[src/rtl/rs485_tx_pkg.sv]
package rs485_tx_pkg;

    localparam int unsigned WORD_W = 9;
    localparam int unsigned FRM_W  = WORD_W + 2;
    localparam int unsigned CNT_W  = $clog2(FRM_W + 1);

    typedef enum logic [1:0] {
        LEN_EIGHT = 2'b00,
        LEN_NINE  = 2'b01,
        LEN_SEVEN = 2'b10,
        LEN_RSVD  = 2'b11
    } len_sel_e;

    typedef enum logic [1:0] {
        S_IDLE,
        S_LEAD,
        S_SHIFT,
        S_TRAIL
    } tx_state_e;

    typedef struct packed {
        logic [FRM_W-1:0] bits;   // bit 0 leaves first
        logic [CNT_W-1:0] nbits;  // start + data + stop
    } frame_t;

    function automatic logic [CNT_W-1:0] word_bits(input len_sel_e sel);
        case (sel)
            LEN_NINE:  return CNT_W'(9);
            LEN_SEVEN: return CNT_W'(7);
            default:   return CNT_W'(8);
        endcase
    endfunction

    // Build the serial image: start 0, data LSB first (top position
    // replaced by parity when enabled), stop 1, unused tail high.
    function automatic frame_t make_frame(input logic [WORD_W-1:0] d,
                                          input len_sel_e           sel,
                                          input logic               par_on,
                                          input logic               par_odd);
        frame_t           f;
        logic [CNT_W-1:0] n;
        logic             p;
        n       = word_bits(sel);
        p       = par_odd;
        f.bits  = '1;
        f.bits[0] = 1'b0;
        for (int i = 0; i < WORD_W; i++) begin
            if (CNT_W'(i + 1) < n) p = p ^ d[i];
        end
        for (int i = 0; i < WORD_W; i++) begin
            if (CNT_W'(i) < n) begin
                f.bits[i+1] = (par_on && (CNT_W'(i + 1) == n)) ? p : d[i];
            end
        end
        f.nbits = n + CNT_W'(2);
        return f;
    endfunction

endpackage

[src/rtl/rs485_len_hold.sv]
module rs485_len_hold
    import rs485_tx_pkg::*;
(
    input  logic       clk,
    input  logic       rst,
    input  logic [1:0] sel_in,
    output len_sel_e   sel_q
);

    always_ff @(posedge clk) begin
        if (rst) begin
            sel_q <= LEN_EIGHT;
        end else if (sel_in != 2'(LEN_RSVD)) begin
            sel_q <= len_sel_e'(sel_in);
        end
    end

    a_r6_rsvd_ignored: assert property (@(posedge clk) disable iff (rst)
        (sel_in == 2'b11) |=> $stable(sel_q));

    a_r5_legal_taken: assert property (@(posedge clk) disable iff (rst)
        (sel_in != 2'b11) |=> (2'(sel_q) == $past(sel_in)));

endmodule

[src/rtl/rs485_lag_count.sv]
module rs485_lag_count #(
    parameter int unsigned DLY_W = 5
) (
    input  logic             clk,
    input  logic             rst,
    input  logic             clr,
    input  logic             step,
    input  logic [DLY_W-1:0] limit,
    output logic             hit
);

    logic [DLY_W-1:0] cnt;

    assign hit = (cnt == limit);

    always_ff @(posedge clk) begin
        if (rst || clr) begin
            cnt <= '0;
        end else if (step && !hit) begin
            cnt <= cnt + DLY_W'(1);
        end
    end

endmodule

[src/rtl/rs485_bit_shift.sv]
module rs485_bit_shift
    import rs485_tx_pkg::*;
#(
    parameter int unsigned OS = 16
) (
    input  logic   clk,
    input  logic   rst,
    input  logic   clear,
    input  logic   load,
    input  frame_t frm,
    input  logic   tick,
    output logic   txd,
    output logic   frame_end
);

    localparam int unsigned SUB_W = $clog2(OS);
    localparam logic [SUB_W-1:0] SUB_LAST = SUB_W'(OS - 1);

    logic [FRM_W-1:0] sh;
    logic [SUB_W-1:0] sub;
    logic [CNT_W-1:0] left;

    assign txd       = (left != '0) ? sh[0] : 1'b1;
    assign frame_end = tick && (left == CNT_W'(1)) && (sub == SUB_LAST);

    always_ff @(posedge clk) begin
        if (rst || clear) begin
            sh   <= '1;
            sub  <= '0;
            left <= '0;
        end else if (load) begin
            sh   <= frm.bits;
            sub  <= '0;
            left <= frm.nbits;
        end else if (tick && (left != '0)) begin
            if (sub == SUB_LAST) begin
                sub  <= '0;
                sh   <= {1'b1, sh[FRM_W-1:1]};
                left <= left - CNT_W'(1);
            end else begin
                sub <= sub + SUB_W'(1);
            end
        end
    end

    // a bit cannot change before its sixteenth tick
    a_r4_bit_hold: assert property (@(posedge clk) disable iff (rst)
        ((left != '0) && tick && (sub != SUB_LAST) && !load && !clear)
        |=> $stable(txd));

endmodule

[src/rtl/rs485_tx.sv]
module rs485_tx
    import rs485_tx_pkg::*;
#(
    parameter int unsigned DLY_W = 5,
    parameter int unsigned OS    = 16
) (
    input  logic              clk,
    input  logic              rst,
    input  logic              os_tick,
    input  logic              en_all,
    input  logic              en_tx,
    input  logic [1:0]        len_sel,
    input  logic              par_on,
    input  logic              par_odd,
    input  logic [DLY_W-1:0]  lead_dly,
    input  logic [DLY_W-1:0]  trail_dly,
    input  logic              wr_valid,
    input  logic [WORD_W-1:0] wr_data,
    output logic              wr_ready,
    output logic              txd,
    output logic              de,
    output logic              buf_empty,
    output logic              tx_done
);

    tx_state_e         state, state_n;
    len_sel_e          len_q;
    frame_t            frm;
    logic              go, load, dclr, dhit, dstep, fend, done_set;
    logic              buf_full;
    logic [WORD_W-1:0] buf_word;
    logic [DLY_W-1:0]  dlimit;

    assign go        = en_all && en_tx;
    assign wr_ready  = !buf_full;
    assign buf_empty = !buf_full;
    assign de        = (state != S_IDLE);
    assign frm       = make_frame(buf_word, len_q, par_on, par_odd);
    assign dstep     = os_tick && ((state == S_LEAD) || (state == S_TRAIL));
    assign dlimit    = (state == S_LEAD) ? lead_dly : trail_dly;

    rs485_len_hold u_len (
        .clk    (clk),
        .rst    (rst),
        .sel_in (len_sel),
        .sel_q  (len_q)
    );

    rs485_lag_count #(.DLY_W(DLY_W)) u_lag (
        .clk   (clk),
        .rst   (rst),
        .clr   (dclr),
        .step  (dstep),
        .limit (dlimit),
        .hit   (dhit)
    );

    rs485_bit_shift #(.OS(OS)) u_shift (
        .clk       (clk),
        .rst       (rst),
        .clear     (!go),
        .load      (load),
        .frm       (frm),
        .tick      (os_tick),
        .txd       (txd),
        .frame_end (fend)
    );

    always_comb begin
        state_n  = state;
        load     = 1'b0;
        dclr     = 1'b0;
        done_set = 1'b0;
        case (state)
            S_IDLE: begin
                if (buf_full) begin
                    state_n = S_LEAD;
                    dclr    = 1'b1;
                end
            end
            S_LEAD: begin
                if (os_tick && dhit) begin
                    load    = 1'b1;
                    state_n = S_SHIFT;
                end
            end
            S_SHIFT: begin
                if (fend) begin
                    if (buf_full) begin
                        load = 1'b1;
                    end else begin
                        state_n = S_TRAIL;
                        dclr    = 1'b1;
                    end
                end
            end
            S_TRAIL: begin
                if (os_tick) begin
                    if (buf_full) begin
                        load    = 1'b1;
                        state_n = S_SHIFT;
                    end else if (dhit) begin
                        state_n  = S_IDLE;
                        done_set = 1'b1;
                    end
                end
            end
            default: state_n = S_IDLE;
        endcase
        if (!go) begin
            state_n  = S_IDLE;
            load     = 1'b0;
            done_set = 1'b0;
        end
    end

    always_ff @(posedge clk) begin
        if (rst) begin
            state    <= S_IDLE;
            tx_done  <= 1'b0;
            buf_full <= 1'b0;
            buf_word <= '0;
        end else begin
            state   <= state_n;
            tx_done <= done_set;
            if (load) begin
                buf_full <= 1'b0;
            end else if (wr_valid && !buf_full) begin
                buf_full <= 1'b1;
                buf_word <= wr_data;
            end
        end
    end

    a_r1_gate: assert property (@(posedge clk) disable iff (rst)
        !go |=> !de);

    a_r9_idle_high: assert property (@(posedge clk) disable iff (rst)
        !de |-> txd);

    a_r2_lead_quiet: assert property (@(posedge clk) disable iff (rst)
        (state == S_LEAD) |-> txd);

    a_r11_done_single: assert property (@(posedge clk) disable iff (rst)
        tx_done |=> !tx_done);

    a_r11_done_release: assert property (@(posedge clk) disable iff (rst)
        tx_done |-> (!de && $past(de)));

    a_r12_one_slot: assert property (@(posedge clk) disable iff (rst)
        (wr_valid && wr_ready) |=> !wr_ready);

endmodule

[config.mk]
export PLATFORM = sky130hd
export DESIGN_NAME = rs485_tx
export DESIGN_NICKNAME = d
export VERILOG_FILES = /design/src/rtl/rs485_tx_pkg.sv /design/src/rtl/rs485_len_hold.sv /design/src/rtl/rs485_lag_count.sv /design/src/rtl/rs485_bit_shift.sv /design/src/rtl/rs485_tx.sv
export SDC_FILE = /design/constraint.sdc
export NUM_CORES = 1
export LEC_CHECK = 0
export BUFFER_PORTS_ARGS = -buffer_cell sky130_fd_sc_hd__clkbuf_2
export CAP_MARGIN = 20
export CORE_UTILIZATION = 30
export DETAILED_ROUTE_END_ITERATION = 8
export GPL_TIMING_DRIVEN = 0
export HOLD_SLACK_MARGIN = 0.02
export PLACE_DENSITY_LB_ADDON = 0.12
export SETUP_SLACK_MARGIN = 0.15
export SLEW_MARGIN = 15
export SYNTH_ARGS = -nofsm -noshare
export SYNTH_HDL_FRONTEND = slang
export SYNTH_SLANG_ARGS = --single-unit
[constraint.sdc]
create_clock -name clk -period 3.1 [get_ports clk]
set_clock_uncertainty 0.15 [all_clocks]
set_input_delay 0.62 -clock clk [delete_from_list [all_inputs] [get_ports clk]]
set_output_delay 0.62 -clock clk [all_outputs]
set_load 0.01 [all_outputs]
==> metrics.cfg, run 1 <==
[yosys]
ys_seq_elements=38
syn-cell-area_um2=2140
ys.flop_type=dfxtp_1
synthCells=237
synthArstFlopShare_pct=0
syn-num-nets=275
avgSynthCellArea_um2=9.02
ys_warn_count=0
synth-edff-count=0
seq_area_frac_synth_pct=35.6
synth_cell_type_count=46

[power]
leakagePower_nw=1.06
power.density_nw_per_um2=408
power.total_mw=1.03
peakVddDrop_uv=199

[clock_network]
cts_tree=yes
cts.htree.levels=2
cts_root_buf=clkbuf_8
cts_sinks=38
postCtsSetupBuffers=0
cts_hold_buffers=0
clkLatencyLatePin_ns=0.29
clk_pin_slew_ns=0.08
cts_made_buffers=5
post_cts_resized=0
clk_path_buf_depth=2

[sta]
final_max_slew_viol_count=0
hold_viol_final=0
fin_ws_ns=0.619
rsz0062_at_grt=no
fin_crit_ns=2.48
fin_crit_sh_pct=80.0
worst_slew_pin_slew_ns=0.564
setup_viol=0
tns_ns=0
relSlewSlack_pct=62.0
fmax_mhz=403

[placement]
detailedPlace.worstSlack_ns=0.430
place.detailed.hpwl_mm=3.45
globalplace.congestion=0.741
port_buffers=32
place_inst=365

[routing]
final_antenna_net_count=0
dr_total_vias=1728
first_pass_iters=4
wl_per_cell_um=12.3
drt_iter0_markers=86
wirelength_mm=4.57
vias_per_cell=4.63
drcViolationCount=0

[hold_path]
min-delay-path-class=reg -> reg
min-delay-start=u_shift.sub[1]
holdPathStages=2
hold_end=u_shift.sub[1]

[global_route]
antenna_found_initial=0
grt_max_degree=12
grt_pass1_vias=1634
grt_busiest_layer=met2
grt_overflow_total=0
use_met2_pct=20.8
grt_util_met3_pct=3.43
use_met1_pct=18.3
grt_usage_pct=13.5
grt_pass1_wl_mm=7.78

[final_layout]
drive_gt1_share_pct=19.5
multi_input_area_um2=1260
fillCellCount=744
fin_cells=373
seqCellArea_um2=761
antenna_cells=0
area_growth_pct=18.3
fin_nets=314

[flow_run]
drv_cap=0

[outcome]
status=complete, no violations

[setup_path]
reg2reg_slack_ns=0.62
critPathKind=reg -> reg
r2r_cells=8
end_kind=flop
worstPathArrival_ns=2.55
start_kind=flop
cp_max_fo=6
r2r_end=u_shift.sh[4]
required_ns=3.16
r2r-start=u_len.sel_q[0]

[floorplan]
initial_core_util_pct=31.3
die_h_um=86.4
top_level_ports=34
rows=30
die_area_um2=7460
core_um2=6830
die_x_um=86.4

==> power breakdown <==
part / leakage [nW] / internal (mW) / switching [mW]
sequential: 0.309 / 0.498 / 0.00986
combinational: 0.693 / 0.0600 / 0.0599
clock: 0.0575 / 0.225 / 0.179
total: 1.06 / 0.782 / 0.249
==> cell families (layout without fill, tap and decap cells) <==
logic type | count (synthesis) | count (layout) | share of synthesized area, %
xor gates and xnor gates | 26 | 26 | 11.9
and+or+nand+nor | 87 | 87 | 20.6
AOI/OAI and AO/OA | 37 | 37 | 12.3
adders and majority gates | 9 | 9 | 5.27
DFF | 38 | 38 | 35.6
buffers and inverters | 21 | 61 | 5.39
muxes | 19 | 19 | 8.90
==> cell usage in the layout (no fill, tap or decap), drive strengths merged <==
cell / instances
nand2b: 1
dlygate4sd3: 1
and2b: 1
xnor3: 2
mux2i: 19
buf: 6
a311oi: 1
and2: 2
or3b: 1
a32o: 1
nand3: 7
and3: 7
nor2: 31
inv: 10
clkbuf: 44
o21ai: 5
ha: 9
nand4: 1
xnor2: 7
or3: 2
nor3: 5
xor2: 17
nand2: 14
a41o: 2
nor3b: 2
nor4: 3
o221ai: 2
o31ai: 1
or2: 3
nor4bb: 1
o211ai: 9
a21oi: 7
and4: 1
and4b: 1
a221o: 1
a211oi: 7
o21a: 1
dfxtp: 38
nor2b: 4
==> critical path, stage by stage (launching register included) <==
cell and delay [ns]:
dfxtp_1 0.36, inv_1 0.09, ha_1 0.41, mux2i_1 0.11
a21oi_1 0.15, xnor3_1 0.49, and3_1 0.21, or3_1 0.35
o211ai_1 0.10
==> flip-flops by register name (all words and copies together) (netlist names) <==
register / count
u_shift.sub: 4
u_lag.cnt: 5
u_len.sel_q: 2
u_shift.sh: 10
buf_word: 9
tx_done: 1
u_shift.left: 4
buf_full: 1
state: 2
==> worst max path at each step <==
stage	cells after the start	to	start	slack [ns]
2_1_floorplan	9	u_shift.sh[2]	os_tick	0.69
5_1_grt	8	u_shift.sh[4]	u_len.sel_q[0]	0.46
3_3_place_gp	8	u_shift.sh[4]	lead_dly[3]	0.43
3_5_place_dp	8	u_shift.sh[4]	lead_dly[3]	0.43
6_report	8	u_shift.sh[4]	u_len.sel_q[0]	0.62
4_1_cts	8	u_shift.sh[4]	u_len.sel_q[0]	0.60
==> per-stage QoR <==
stage | hold WS [ns] | utilization, % | instance area, µm²
after floorplan | 0.304 | - | 2140
after global routing | 0.359 | 37.0 | 2530
after CTS | 0.335 | 37.0 | 2530
after detailed placement | 0.324 | 35.4 | 2420
final | 0.332 | 37.0 | 2530
after global placement | 0.321 | 35.4 | 2420
==> synthesized netlist by cell type, types with 4 or more instances <==
master,number,area share (%)
inv_1,10,1.8
xor2_1,17,7.0
o21ai_0,5,1.2
nand3_1,6,1.4
nand2_1,14,2.5
a21oi_1,7,1.6
ha_1,9,5.3
o211ai_1,9,3.2
nor2b_1,4,1.2
nor2_1,31,5.4
mux2i_1,19,8.9
a211oi_1,7,2.5
nor3_1,5,1.2
and3_1,7,2.0
dfxtp_1,38,36
xnor2_1,7,2.9
==> final cells by class <==
type | count | area share (%)
plain buffers | 11 | 3.07
clock buffers | 8 | 4.36
well taps | 96 | 4.75
flip-flops and latches | 38 | 30.1
inverters | 10 | 1.49
multi-input cells | 178 | 49.9
repair buffers | 32 | 6.34
==> metal layers <==
metal | wire length (µm) | part of all wire [%] | vias to the layer above
li1 | - | - | 903
met1 | 2310 | 50 | 791
met2 | 2070 | 45 | 26
met3 | 132 | 2.9 | 8
met4 | 68 | 1.5 | 0
met5 | 0 | 0 | -
(Power assumes the default switching activity.)
==> inputs of run 2 (changes only) <==
clock period = 2 ns   (was 3.1 ns; I/O delays follow)
==> run 2 against run 1 <==
Net effect: the run now ends with setup timing left; non-clock buffer count up 26; global-route usage up 2.0 points; sequential share of layout area fell by 4.7 points; clock power up 26%; sequential power rose by 55%; cell count up 6.7%; critical endpoint unchanged; combinational power rose by 110%; critical path depth up 1; maximum frequency rose by 15%; via count rose by 7.8%; highest routed layer unchanged.
==> metrics.cfg, run 2 (same netlist as run 1, synthesis figures left out) <==
[power]
power.total_mw=1.55  ; +50%
leakagePower_nw=1.28  ; +20%
clkPwrFrac_pct=32.9  ; -6.3 points
seqPwrFrac_pct=50.7  ; +1.5 points
sw_frac_of_total_pct=26.0  ; +1.8 points
switchingPower_uw=401  ; +61%
power.density_nw_per_um2=500  ; +23%
power_frac_comb_pct=16.4  ; +4.8 points
peakVddDrop_uv=250  ; +26%
intPower_mw=1.14  ; +46%

[clock_network]
cts_made_buffers=5  ; unchanged
cts.htree.levels=2  ; unchanged
clkLatencyLatePin_ns=0.29  ; about the same
cts_root_buf=clkbuf_8
cts_sinks=38  ; unchanged
clk_path_buf_depth=2  ; unchanged
clk_pin_slew_ns=0.07  ; about the same
cts_tree=yes

[sta]
worst_slew_pin_slew_ns=0.435  ; -0.129 ns
fin_crit_sh_pct=108  ; +28 points
final_max_slew_viol_count=0  ; unchanged
holdWs_ns=0.138  ; -0.194 ns
relSlewSlack_pct=71.0  ; +9.0 points
hold_viol_final=0  ; unchanged
fin_ws_ns=-0.163  ; -0.782 ns
fin_crit_ns=2.16  ; -0.318 ns
fmax_mhz=462  ; +15%
setup_viol=12  ; +12
rsz0062_at_grt=yes

[floorplan]
initial_core_util_pct=31.3  ; unchanged
core_um2=6830  ; unchanged
top_level_ports=34  ; unchanged
rows=30  ; unchanged
die_h_um=86.4  ; unchanged
die_area_um2=7460  ; unchanged
die_x_um=86.4  ; unchanged

[final_layout]
utilization_pct=45.2  ; +8.2 points
largest_reg_flops=10  ; unchanged
final_cell_mix=clkbuf_2, nor2_1, dfxtp_1
top_register=u_shift.sh
fin_nets=340  ; +8.3%
mostFrequentLayoutCell=clkbuf_2
design_area_um2=3090  ; +22%
area_growth_pct=44.6
drive_gt1_share_pct=43.7  ; +24 points
top_regs=u_shift.sh: 10 flops, buf_word: 9 flops, u_lag.cnt: 5 flops
antenna_cells=0  ; unchanged

[routing]
dr_total_vias=1863  ; +7.8%
drt_iter0_markers=59  ; -31%
drcViolationCount=0  ; unchanged
wirelength_mm=5.41  ; +18%
vias_per_cell=4.68  ; +1.0%
first_pass_iters=4  ; unchanged
wl_per_cell_um=13.6  ; +11%
final_antenna_net_count=0  ; unchanged

[placement]
globalplace.congestion=0.752  ; +1.5%
port_buffers=32  ; unchanged
placedInstanceArea_um2=2490  ; +3.0%
place.detailed.hpwl_mm=3.60  ; +4.2%
detailedPlace.worstSlack_ns=-0.347  ; -0.777 ns

[setup_path]
start_kind=flop
cp-startpoint=u_len.sel_q[0]
cp_max_fo=3  ; -3
required_ns=2.05  ; -1.11 ns
r2r_cells=9  ; +1
worstPathArrival_ns=2.22  ; -0.33 ns
r2r_end=u_shift.sh[4]
critPathKind=reg -> reg
r2r-start=u_len.sel_q[0]
end_kind=flop
reg2reg_slack_ns=-0.16  ; -0.78 ns

[global_route]
grt_pass1_wl_mm=8.89  ; +14%
grt_max_degree=11  ; -1
grt_overflow_total=0  ; unchanged
grt_usage_pct=15.6  ; +2.0 points
antenna_found_initial=0  ; unchanged
grt_pass1_vias=1801  ; +10%

[flow_run]
drv_cap=0  ; unchanged

[outcome]
status=finished with violations
violations=setup timing

[hold_path]
min-delay-start=len_sel[1]
holdPathStages=2  ; unchanged
min-delay-path-class=in -> reg
hold_end=u_len.sel_q[0]

run 2: cell count changes in the layout (fill, tap and decap cells not counted), moves of 5 or more:
cell / change
a211oi_2: +5
dfxtp_1: -8
buf_6: +9
o21ai_0: -5
ha_1: -6
dfxtp_4: +5
buf_4: +18
a211oi_1: -5
run 2: per-layer routing:
layer | global-route usage (%) | share of wire [%] | routed length (µm) | vias up
li1 | - | - | - | 961
met1 | 21.8 | 49 | 2650 | 881
met2 | 24.4 | 48 | 2600 | 17
met3 | 3.14 | 2.0 | 108 | 4
met4 | 4.09 | 0.94 | 51 | 0
met5 | 0 | 0 | 0 | -
run 2: stage by stage:
stage	setup TNS [ns]	cells
finish	-0.897	398
global route	-2.37	398
detailed placement	-2.90	365
CTS	-0.700	393
floorplan	-0.319	237
global placement	-2.78	365
run 2: power by group through the flow:
| stage | clock, mW | sequential (mW) | combinational (mW) |
|---|---|---|---|
| 2_1_floorplan | 0 | 0.801 | 0.132 |
| 3_3_place_gp | 0 | 0.806 | 0.195 |
| 3_5_place_dp | 0 | 0.806 | 0.196 |
| 4_1_cts | 0.531 | 0.784 | 0.236 |
| 5_1_grt | 0.564 | 0.786 | 0.278 |
| 6_report | 0.508 | 0.784 | 0.254 |
run 2: worst max-delay path, stage by stage (launching register included):
cell	delay, ns
dfxtp_2	0.34
inv_2	0.05
buf_6	0.12
ha_4	0.15
nand3_2	0.08
xnor3_1	0.23
xnor3_2	0.39
and3_4	0.16
or3_4	0.32
o211ai_1	0.10
run 2: area by class of cell:
cell class	instances	area (µm²)
Fill cell	705	3740
Multi-Input combinational cell	178	1560
Sequential cell	38	783
Timing Repair Buffer	58	382
Buffer	11	129
Tap cell	96	120
Clock buffer	7	76.3
Inverter	10	40.0
run 2: how the worst max path moves through the flow:
stage	endpoint	slack, ns	depth (start not counted)
final	u_shift.sh[4]	-0.16	9
after global routing	u_shift.sh[4]	-0.23	9
after detailed placement	u_shift.sh[4]	-0.35	7
after floorplan	u_shift.sh[4]	-0.09	6
after CTS	u_shift.sh[4]	-0.13	9
after global placement	u_shift.sh[4]	-0.35	7
run 2: repair_timing:
action / in CTS / in global routing
pin swaps: 21 / 20
gates resized for setup: 50 / 27
gates cloned: 2 / 0
hold buffers: 0 / 0
setup endpoints to repair: 37 / 37
buffers inserted: 19 / 5
hold endpoints to repair: 0 / 0
==> inputs of run 3 (changes only) <==
CORE_MARGIN = 2   (was unset)
clock period = 2.2 ns   (was 2 ns; I/O delays follow)
==> run 3 against run 2 <==
Net effect: the flow now finishes without violations; critical path depth down 1; via count down 2.8%; sequential power down 8.9%; non-clock buffer count down 9; first-iteration DRC count up 69%; hold slack better by 0.036 ns; clock power up 47%; setup slack better by 0.25 ns; cell count down 2.0%; maximum frequency up 2.6%; die area up 4.7%.
==> metrics.cfg, run 3 (same netlist as run 1, synthesis figures left out) <==
[clock_network]
cts.htree.levels=2  ; unchanged
cts_hold_buffers=0  ; unchanged
clkLatencyLatePin_ns=0.29  ; about the same
cts_tree=yes
cts_root_buf=clkbuf_8
cts_made_buffers=5  ; unchanged
cts_sinks=38  ; unchanged
clk_pin_slew_ns=0.08  ; about the same
clk_path_buf_depth=2  ; unchanged

[setup_path]
cp-startpoint=u_len.sel_q[0]
r2r-start=u_len.sel_q[0]
worstPathArrival_ns=2.18  ; -0.04 ns
cp_max_fo=3  ; unchanged
critPathKind=reg -> reg
required_ns=2.28  ; +0.23 ns
start_kind=flop
end_kind=flop

[routing]
routed-wl-met2_mm=2.40  ; -7.5%
wl_met3_um=140  ; +30%
vias_per_cell=4.64  ; -0.85%
routed.top_layer=met4
wl_per_cell_um=13.2  ; -3.0%
dr_total_vias=1810  ; -2.8%
drt_iter0_markers=100  ; +69%
first_pass_iters=4  ; unchanged
final_antenna_net_count=0  ; unchanged
met1Wirelength_mm=2.55  ; -3.8%
drcViolationCount=0  ; unchanged
wirelength_mm=5.14  ; -5.0%

[sta]
holdWs_ns=0.174  ; +0.0362 ns
setup_viol=0  ; -12
fin_crit_ns=2.11  ; -0.0539 ns
worst_slew_pin_slew_ns=0.490  ; +0.0552 ns
final_max_slew_viol_count=0  ; unchanged
relSlewSlack_pct=67.1  ; -3.9 points
rsz0062_at_grt=yes
fmax_mhz=474  ; +2.6%
fin_crit_sh_pct=95.9  ; -12 points
hold_viol_final=0  ; unchanged

[hold_path]
min-delay-path-class=in -> reg
min-delay-start=len_sel[1]

[flow_run]
drv_cap=0  ; unchanged

[floorplan]
die_h_um=88.4  ; +2.3%
die_x_um=88.4  ; +2.3%
rows=30  ; unchanged
top_level_ports=34  ; unchanged
initial_core_util_pct=31.3  ; unchanged
die_area_um2=7810  ; +4.7%
core_um2=6830  ; unchanged

[global_route]
antenna_found_initial=0  ; unchanged
grt_pass1_vias=1690  ; -6.2%
grt_usage_pct=13.7  ; -1.8 points
grt_overflow_total=0  ; unchanged
grt_pass1_wl_mm=8.34  ; -6.2%
grt_max_degree=13  ; +2

[final_layout]
top_regs=u_shift.sh: 10 flops, buf_word: 9 flops, u_lag.cnt: 5 flops
antenna_cells=0  ; unchanged
drive_gt1_share_pct=38.1  ; -5.6 points
final_cell_mix=nor2_1, dfxtp_1, clkbuf_2
fin_cells=390  ; -2.0%
top_register=u_shift.sh
design_area_um2=2960  ; -4.3%
area_growth_pct=38.3
fillCellCount=711  ; +0.85%
fin_nets=331  ; -2.6%
largest_reg_flops=10  ; unchanged

[outcome]
status=complete, no violations

[power]
leakagePower_nw=1.20  ; -5.8%
peakVddDrop_uv=232  ; -7.1%
power.density_nw_per_um2=568  ; +13%

[placement]
place_inst=365  ; unchanged
globalplace.congestion=0.781  ; +3.9%
place.detailed.hpwl_mm=3.59  ; -0.36%
port_buffers=32  ; unchanged
placedInstanceArea_um2=2480  ; -0.45%

-- run 3: worst max-delay path: stages, from the launching register on --
cell and delay (ns):
dfxtp_4 0.36, buf_4 0.14, ha_4 0.16, nand2_2 0.07, xnor2_1 0.11, xnor3_2 0.45
and3_4 0.16, or3_4 0.36, o211ai_1 0.09
-- run 3: final timing paths --
check / endpoint / slack [ns] / cells after the start
setup / recovery: u_shift.sh[4] / 0.09 / 8
hold / removal: u_len.sel_q[0] / 0.17 / 2
setup reg to reg: u_shift.sh[4] / 0.09 / 8
hold reg to reg: u_shift.sub[1] / 0.33 / 2
-- run 3: stage by stage --
stage          util [%]  setup TNS [ns]  total power, mW  worst slack (ns)
6_report           43.3               0             1.68            0.0913
5_1_grt            43.3         -0.0232             1.75           -0.0232
4_1_cts            41.3               0             1.69            0.0766
3_5_place_dp       36.3           -1.94            0.907            -0.284
3_3_place_gp       36.3           -1.71            0.906            -0.271
2_1_floorplan         -               0            0.846            0.0614
-- run 3: layout make-up --
cell class	count	area [µm²]	share of cell area (%)
repair buffers	50	317	10.7
multi-input cells	178	1450	49.1
well taps	96	120	4.06
plain buffers	10	100	3.39
flip-flops and latches	38	779	26.4
inverters	10	45.0	1.52
clock buffers	6	82.6	2.79
clock inverters	2	60.1	2.03
-- run 3: repair_timing --
action	in CTS	in global routing
hold endpoints to repair	0	0
resized for setup	29	27
gates cloned	1	1
buffers inserted	12	4
pin swaps	11	12
setup endpoints to repair	36	33
-- run 3: where the power goes --
| group | internal [mW] | switching (mW) | leakage (nW) |
|---|---|---|---|
| Clock | 0.484 | 0.264 | 0.0714 |
| Sequential | 0.698 | 0.0168 | 0.313 |
| Combinational | 0.115 | 0.101 | 0.816 |
-- run 3: per-layer routing --
| metal | global-route usage, % | up-vias |
|---|---|---|
| met4 | 4.13 | 0 |
| met2 | 20.6 | 29 |
| li1 | - | 941 |
| met3 | 3.08 | 5 |
| met5 | 0 | - |
| met1 | 19.6 | 835 |
